===== config.mk =====
export PLATFORM = sky130hd
export DESIGN_NAME = sprite_status_tracker
export DESIGN_NICKNAME = d
export VERILOG_FILES = /design/src/rtl/spr_stat_pkg.sv /design/src/rtl/spr_scan_limit.sv /design/src/rtl/spr_fifth_track.sv /design/src/rtl/spr_flag_unit.sv /design/src/rtl/sprite_status_tracker.sv
export SDC_FILE = /design/constraint.sdc
export NUM_CORES = 1
export LEC_CHECK = 0
export ABC_AREA = 1
export CAP_MARGIN = 20
export CORE_ASPECT_RATIO = 1.25
export CORE_MARGIN = 2
export CORE_UTILIZATION = 23
export DETAILED_ROUTE_END_ITERATION = 6
export PLACE_DENSITY = 0.54
export RECOVER_POWER = 100
export SYNTH_ARGS = -nofsm -noshare
export SYNTH_HDL_FRONTEND = slang
export SYNTH_SLANG_ARGS = --single-unit

===== constraint.sdc =====
create_clock -name clk -period 4.4 [get_ports clk]
set_clock_uncertainty 0.2 [all_clocks]
set_input_delay 0.66 -clock clk [delete_from_list [all_inputs] [get_ports clk]]
set_output_delay 0.66 -clock clk [all_outputs]
set_load 0.01 [all_outputs]

===== src/rtl/spr_stat_pkg.sv =====
package spr_stat_pkg;

  localparam int unsigned STAT_NUM_W = 5;

  typedef struct packed {
    logic                  frame;
    logic                  fifth;
    logic                  coll;
    logic [STAT_NUM_W-1:0] num;
  } status_t;

  localparam logic [7:0] DEF_TERM_Y = 8'hD0;

endpackage


===== src/rtl/spr_scan_limit.sv =====
module spr_scan_limit #(
  parameter int unsigned IDX_W  = 5,
  parameter int unsigned CNT_W  = 6,
  parameter logic [7:0]  TERM_Y = 8'hD0
) (
  input  logic             clk,
  input  logic             rst_n,
  input  logic             line_start,
  input  logic             eval_valid,
  input  logic [IDX_W-1:0] eval_index,
  input  logic [7:0]       eval_y,
  input  logic             eval_on_line,
  input  logic             row30,
  input  logic [IDX_W-1:0] max_sprite,
  input  logic [CNT_W-1:0] line_limit,
  output logic             proc,
  output logic             show,
  output logic             ovf
);

  logic             stop_q, stop_d, stop_cur;
  logic [CNT_W-1:0] cnt_q, cnt_d, cnt_cur;
  logic             term_hit, over_max, at_max, room;

  always_comb begin
    stop_cur = stop_q & ~line_start;
    cnt_cur  = line_start ? '0 : cnt_q;
    term_hit = eval_valid & ~row30 & (eval_y == TERM_Y);
    over_max = eval_index > max_sprite;
    at_max   = eval_index == max_sprite;
    proc     = eval_valid & ~stop_cur & ~term_hit & ~over_max;
    room     = cnt_cur < line_limit;
    show     = proc & eval_on_line & room;
    ovf      = proc & eval_on_line & ~room;
    stop_d   = stop_cur;
    if (eval_valid && !stop_cur && (term_hit || over_max || at_max)) begin
      stop_d = 1'b1;
    end
    cnt_d = cnt_cur;
    if (show) begin
      cnt_d = cnt_cur + 1'b1;
    end
  end

  always_ff @(posedge clk or negedge rst_n) begin
    if (!rst_n) begin
      stop_q <= 1'b0;
      cnt_q  <= '0;
    end else begin
      stop_q <= stop_d;
      cnt_q  <= cnt_d;
    end
  end

  p_term_stops_r7: assert property (@(posedge clk) disable iff (!rst_n)
    term_hit |=> (line_start || !proc));

  p_max_stops_r9: assert property (@(posedge clk) disable iff (!rst_n)
    (proc && at_max) |=> (line_start || !proc));

  p_show_excl_r11: assert property (@(posedge clk) disable iff (!rst_n)
    (show && !line_start) |=> (line_start || ($past(cnt_cur) < cnt_q) || !$stable(line_limit)));

endmodule


===== src/rtl/spr_fifth_track.sv =====
module spr_fifth_track #(
  parameter int unsigned IDX_W = 5
) (
  input  logic             clk,
  input  logic             rst_n,
  input  logic             proc,
  input  logic             ovf,
  input  logic [IDX_W-1:0] eval_index,
  input  logic             status_rd,
  output logic             fifth_q,
  output logic [IDX_W-1:0] num_q
);

  logic             fifth_d, open;
  logic [IDX_W-1:0] num_d;

  always_comb begin
    open    = ~fifth_q | status_rd;
    fifth_d = (fifth_q & ~status_rd) | ovf;
    num_d   = (open && proc) ? eval_index : num_q;
  end

  always_ff @(posedge clk or negedge rst_n) begin
    if (!rst_n) begin
      fifth_q <= 1'b0;
      num_q   <= '0;
    end else begin
      fifth_q <= fifth_d;
      num_q   <= num_d;
    end
  end

  p_num_frozen_r4: assert property (@(posedge clk) disable iff (!rst_n)
    (fifth_q && !status_rd) |=> $stable(num_q));

  p_fifth_set_r4: assert property (@(posedge clk) disable iff (!rst_n)
    ovf |=> fifth_q);

  p_follow_r3: assert property (@(posedge clk) disable iff (!rst_n)
    (proc && !fifth_q) |=> (num_q == $past(eval_index)));

endmodule


===== src/rtl/spr_flag_unit.sv =====
module spr_flag_unit #(
  parameter int unsigned LINE_W    = 9,
  parameter int unsigned ACTIVE_24 = 192,
  parameter int unsigned ACTIVE_30 = 240
) (
  input  logic              clk,
  input  logic              rst_n,
  input  logic              pix_collide,
  input  logic [LINE_W-1:0] line_num,
  input  logic              row30,
  input  logic              vblank,
  input  logic              status_rd,
  output logic              coll_q,
  output logic              frame_q
);

  localparam int unsigned NFLAG = 2;
  localparam logic [LINE_W-1:0] LIM24 = LINE_W'(ACTIVE_24);
  localparam logic [LINE_W-1:0] LIM30 = LINE_W'(ACTIVE_30);

  logic             active;
  logic [NFLAG-1:0] set_v, flag_q, flag_d;

  always_comb begin
    active   = line_num < (row30 ? LIM30 : LIM24);
    set_v[0] = pix_collide & active;
    set_v[1] = vblank;
  end

  for (genvar g = 0; g < NFLAG; g++) begin : g_flag
    always_comb flag_d[g] = (flag_q[g] & ~status_rd) | set_v[g];
    always_ff @(posedge clk or negedge rst_n) begin
      if (!rst_n) flag_q[g] <= 1'b0;
      else        flag_q[g] <= flag_d[g];
    end
  end

  assign coll_q  = flag_q[0];
  assign frame_q = flag_q[1];

  p_coll_kept_r10: assert property (@(posedge clk) disable iff (!rst_n)
    (pix_collide && active) |=> coll_q);

  p_coll_window_r6: assert property (@(posedge clk) disable iff (!rst_n)
    (!active && !coll_q) |=> !coll_q);

  p_coll_clear_r10: assert property (@(posedge clk) disable iff (!rst_n)
    (status_rd && !pix_collide) |=> !coll_q);

  p_frame_set_r12: assert property (@(posedge clk) disable iff (!rst_n)
    vblank |=> frame_q);

endmodule


===== src/rtl/sprite_status_tracker.sv =====
module sprite_status_tracker
  import spr_stat_pkg::*;
#(
  parameter int unsigned NUM_SPR   = 32,
  parameter int unsigned LINE_W    = 9,
  parameter int unsigned ACTIVE_24 = 192,
  parameter int unsigned ACTIVE_30 = 240,
  parameter logic [7:0]  TERM_Y    = DEF_TERM_Y,
  localparam int unsigned IDX_W    = $clog2(NUM_SPR),
  localparam int unsigned CNT_W    = $clog2(NUM_SPR + 1)
) (
  input  logic              clk,
  input  logic              rst_n,
  input  logic              line_start,
  input  logic              eval_valid,
  input  logic [IDX_W-1:0]  eval_index,
  input  logic [7:0]        eval_y,
  input  logic              eval_on_line,
  input  logic              row30,
  input  logic [IDX_W-1:0]  max_sprite,
  input  logic [CNT_W-1:0]  line_limit,
  input  logic              pix_collide,
  input  logic [LINE_W-1:0] line_num,
  input  logic              vblank,
  input  logic              status_rd,
  output logic [7:0]        status_byte,
  output logic              sprite_show
);

  logic [1:0]       rst_sync;
  logic             rst_int_n;
  logic             proc, ovf;
  logic             fifth, coll, frame;
  logic [IDX_W-1:0] num;
  status_t          stat;

  always_ff @(posedge clk or negedge rst_n) begin
    if (!rst_n) rst_sync <= 2'b00;
    else        rst_sync <= {rst_sync[0], 1'b1};
  end
  assign rst_int_n = rst_sync[1];

  spr_scan_limit #(.IDX_W(IDX_W), .CNT_W(CNT_W), .TERM_Y(TERM_Y)) u_limit (
    .clk(clk), .rst_n(rst_int_n), .line_start(line_start),
    .eval_valid(eval_valid), .eval_index(eval_index), .eval_y(eval_y),
    .eval_on_line(eval_on_line), .row30(row30), .max_sprite(max_sprite),
    .line_limit(line_limit), .proc(proc), .show(sprite_show), .ovf(ovf)
  );

  spr_fifth_track #(.IDX_W(IDX_W)) u_fifth (
    .clk(clk), .rst_n(rst_int_n), .proc(proc), .ovf(ovf),
    .eval_index(eval_index), .status_rd(status_rd),
    .fifth_q(fifth), .num_q(num)
  );

  spr_flag_unit #(.LINE_W(LINE_W), .ACTIVE_24(ACTIVE_24), .ACTIVE_30(ACTIVE_30)) u_flags (
    .clk(clk), .rst_n(rst_int_n), .pix_collide(pix_collide), .line_num(line_num),
    .row30(row30), .vblank(vblank), .status_rd(status_rd),
    .coll_q(coll), .frame_q(frame)
  );

  always_comb begin
    stat.frame  = frame;
    stat.fifth  = fifth;
    stat.coll   = coll;
    stat.num    = STAT_NUM_W'(num);
    status_byte = stat;
  end

  p_reset_clear_r1: assert property (@(posedge clk)
    !rst_int_n |=> (status_byte[6:5] == 2'b00 || rst_int_n));

endmodule


== After elaboration in Yosys (flattened, before gate mapping) ==
Index checks and enable logic that the tools add are counted.

* Register bits: 17
* Bits of input ports: 42
* Output and inout port bits: 9
* Word-level logic and storage cells: 48

* Add/subtract/negate cells: 1
* $lt $le $gt $ge: 3
* Equal/unequal tests: 2
* Muxes and demuxes: 4
* Bitwise gates (word level): 25
* Reductions and logical operators: 6

{| class="wikitable"
|+ Operators by type and width
! kind !! count
|-
| $mux 6 || 3
|-
| $and 1x1->1 || 13
|-
| $lt 9x9->1 || 1
|-
| $eq 8x8->1 const B || 1
|-
| $not 1->1 || 8
|-
| $add 6x1->6 const B || 1
|-
| $lt 6x6->1 || 1
|-
| $eq 5x5->1 || 1
|-
| $gt 5x5->1 || 1
|-
| $or 1x1->1 || 4
|-
| $logic_and 1x1->1 || 3
|-
| $logic_or 1x1->1 || 2
|-
| $logic_not 1->1 || 1
|-
| $mux 1 || 1
|}

== Longest topological paths before layout ==
* Word-level depth: 9
* Depth in mapped cells: 12
* Depth with buffers taken out: 12

== Cells and area by module ==
From an unflattened synthesis, not the netlist that was laid out.

* Cell total of the unflattened synthesis: 176
* Area total of the unflattened synthesis: 1258.7 µm²

{| class="wikitable"
|+ By module, submodules not included
! module !! times used !! cells an instance !! area each (µm²) !! seq. area each (µm²)
|-
| spr_scan_limit || 1 || 123 || 809.5 || 175.2
|-
| spr_fifth_track || 1 || 26 || 236.5 || 150.1
|-
| spr_flag_unit || 1 || 21 || 136.4 || 50.0
|-
| sprite_status_tracker || 1 || 6 || 76.3 || 50.0
|}

== Worst setup path after synthesis ==
OpenSTA, ideal clock, no wires.

* Kind: input to output
* Start: input port line_start
* End: output port sprite_show
* Arrival: 1846 ps
* Data required time: 3540 ps
* Setup slack: 1694 ps
* Stages: 11
* Path buffers: 0
* Cells stage by stage: inv_2 nand2_1 inv_1 ha_1 nand2_1 nand2_1 nand3_1 nand2_1 a21oi_4 nand4_4 inv_1

* Longest elaborated chain between the ends: 8
* Elaborated cells between the ends (all ways): 10
* Those cells by class: order compare (1); mux (1); bitwise (8)

{| class="wikitable"
|+ Ends and longest elaborated chain
! element !! line !! source
|-
| start, declared || sprite_status_tracker.sv:14 || <nowiki>input logic line_start,</nowiki>
|-
| $not 1->1 || spr_scan_limit.sv:26 || <nowiki>stop_cur = stop_q & ~line_start;</nowiki>
|-
| $and 1x1->1 || spr_scan_limit.sv:26 ||
|-
| $not 1->1 || spr_scan_limit.sv:31 || <nowiki>proc = eval_valid & ~stop_cur & ~term_hit & ~over_max;</nowiki>
|-
| $and 1x1->1 (3 in a row) || spr_scan_limit.sv:31 ||
|-
| $and 1x1->1 || spr_scan_limit.sv:33 || <nowiki>show = proc & eval_on_line & room;</nowiki>
|-
| $and 1x1->1 * || spr_scan_limit.sv:33 ||
|-
| end, declared || sprite_status_tracker.sv:27 || <nowiki>output logic sprite_show</nowiki>
|}

Every way passes the cells marked *; elsewhere a longest branch is shown, timed or not.

== Final worst setup path ==
Ends and elaborated chain as after synthesis.

==> qor.txt <==
area delta synth->final = 44.7%
Min Hold Slack = 0.0675 ns
via-per-instance ratio = 4.07
Post-CTS Setup Inserts = 0
Post-layout nets = 267
clk sinks = 17
most common cell after layout, fill and taps aside = nand2_1
Mapped Area = 1220 um2
share of cells above drive strength 1 = 5.19%
critical path class = primary input to primary output
register area = 425 um2
Main synth FF type = dfrtp_1
Detail Route Antenna Nets = 0
yosys warns = 0
initial core utilization = 23.9%
number of H-tree levels = 1
CP endpoint = sprite_show
Total Neg Setup Slack = 0 ns
first-pass GRT wire length = 4.98 mm
Critical Path AT = 3.06 ns
Internal = 0.301 mW
gr ovfl total = 0
Switching Share = 28.4%
post-synth cell types = 22
Setup crit start kind = primary input
WP data required = 3.54 ns
minimum clock period = 3.92 ns
multi-input logic area = 637 um2
I/O Buffers = 46
total wire length = 2.69 mm
final setup fails = 0
max cap viols = 0
sequential share of the synthesized area = 34.7%
placed cells = 270
Placeable Area = 5120 um2
Die X = 69.3 um
Clock transition at path regs = 0.08 ns
clock share of power = 28.6%
largest net degree at the start of global routing = 16
fin cells = 274
Worst VDD drop = 0.0000845 V
Area after DPL = 1730 um2
Logic pwr share = 27.6%
initial antenna violation count = 0
Pleak = 0.967 nW
ant diodes = 0
number of synthesized flops with an enable pin = 0
busiest grt layer = met2
Cell Rows = 29
M3 GR Usage = 2.23%
Setup WS pre-CTS = 0.443 ns
GRT met1 Usage = 12.0%
Detailed Routing Iterations Pass 1 = 4
Final Wtd Congestion = 0.777
CTS Hold Bufs = 0
Hold Crit Class = flop to async pin
clock tree buffer depth = 2
CTS root buf = clkbuf_8
# DRC = 0
Final Util = 34.7%
Avg Cell Area, Syn = 7.33 um2
worst setup path start = line_start
fin crit share = 89.1%
fraction of registers with async set/reset = 100%
worst-skew pair later-pin latency = 0.25 ns
net load switching power = 0.120 mW
CTS resizes = 0
I/O pins = 51
design area = 1770 um2
GRT met2 Usage = 18.4%
R2R setup slack = 2.27 ns
Yosys reg bits = 17
worst r2r dst = u_fifth.num_q[1]$_DFFE_PN0P_
DIE AREA = 5930 um2
setup ws final = 0.477 ns
DR iter-0 viols = 47
headroom to the max-slew limit = 38.8%
CP Capture Type = primary output
worst-margin pin slew = 0.918 ns
Reg power frac = 43.8%
Cells after Synth = 167
RSZ-0062 raised after global routing = no
synthesized net count = 221
r2r startpoint = u_limit.stop_q$_DFF_PN0_
commonest non-fill, non-tap cells in the layout = nand2_1 (53), clkdlybuf4s50_1 (34), inv_1 (32), dfrtp_1 (17)
WL/cell = 9.83 um
Final Hold Fails = 0
number of global-route vias before repair = 1205
post-detail-place hpwl = 2.25 mm
max-slew violations = 0
Tot Pwr = 0.420 mW
CP max FO = 8
status = completed
TritonCTS clock tree = yes
Power Density = 237 nW/um2
via count = 1115
die height = 85.6 um
GRT Total Usage = 10.1%
R2R cell count = 6
CTS Buf Count = 3
fmax = 0.255 GHz
Filler cells = 549
sequential cells by signal (all words and copies together), names as in the netlist:
register and count:
rst_sync 2, u_fifth.fifth_q 1, u_fifth.num_q 5, u_flags.coll_q 1
u_flags.frame_q 1, u_limit.cnt_q 6, u_limit.stop_q 1
critical path: stages:
cell,delay [ns]
clkdlybuf4s50_1,0.46
inv_2,0.17
nand2_1,0.09
inv_1,0.13
ha_1,0.26
nand2_1,0.06
nand2_1,0.04
nand3_1,0.06
nand2_1,0.08
a21oi_4,0.25
nand4_4,0.18
inv_1,0.09
clkdlybuf4s50_1,0.53
area by class of cell:
type	instances	share of cell area [%]
multi-input combinational	112	35.9
timing repair buffer	46	26.0
sequential	17	24.0
inverter	33	6.99
tap	62	4.38
clock buffer	3	2.33
clock inverter	1	0.423
synthesized netlist by cell type, drive strengths merged, types with 2 or more instances:
cell / n / share of area, %
a21oi: 5 / 3.3
buf: 4 / 2.5
dfrtp: 17 / 35
ha: 12 / 12
inv: 33 / 10
nand2: 57 / 19
nand3: 12 / 4.9
nand4: 8 / 5.3
nor2: 9 / 2.8
o21ai: 2 / 0.82
xor2: 3 / 2.1
metal layers:
metal,wire length [um],share of wire (%)
met1,1200,44
met2,1350,50
met3,137,5.1
met4,10,0.37
met5,0,0
power by group through the flow:
| stage | registers [mW] | logic (mW) | clock network [mW] |
|---|---|---|---|
| 2_1_floorplan | 0.191 | 0.0518 | 0 |
| 3_3_place_gp | 0.188 | 0.123 | 0 |
| 3_5_place_dp | 0.188 | 0.125 | 0 |
| 4_1_cts | 0.185 | 0.125 | 0.126 |
| 5_1_grt | 0.188 | 0.132 | 0.135 |
| 6_report | 0.184 | 0.116 | 0.120 |
worst min-delay path by stage:
stage                                      from                      endpoint  slack [ns]  depth (start not counted)
after global placement    rst_sync[1]$_DFF_PN0_  u_fifth.num_q[0]$_DFFE_PN0P_        0.08                          0
after detailed placement  rst_sync[1]$_DFF_PN0_  u_fifth.num_q[0]$_DFFE_PN0P_        0.10                          0
after CTS                 rst_sync[1]$_DFF_PN0_  u_fifth.num_q[0]$_DFFE_PN0P_        0.11                          0
final                     rst_sync[1]$_DFF_PN0_  u_fifth.num_q[0]$_DFFE_PN0P_        0.07                          0
after global routing      rst_sync[1]$_DFF_PN0_  u_fifth.num_q[0]$_DFFE_PN0P_        0.14                          0
after floorplan           rst_sync[1]$_DFF_PN0_     u_fifth.fifth_q$_DFF_PN0_       -0.01                          0
cells by family (layout without fill, tap and decap cells):
group	Yosys count	in the layout	share of synthesized area [%]
and+or+nand+nor	86	86	31.7
buffers and inverters	38	83	13.0
DFF	17	17	34.7
adders and majority gates	12	12	12.3
AOI/OAI and AO/OA	10	10	5.93
xor gates and xnor gates	3	3	2.15
other	1	1	0.306
(Power assumes the default switching activity.)
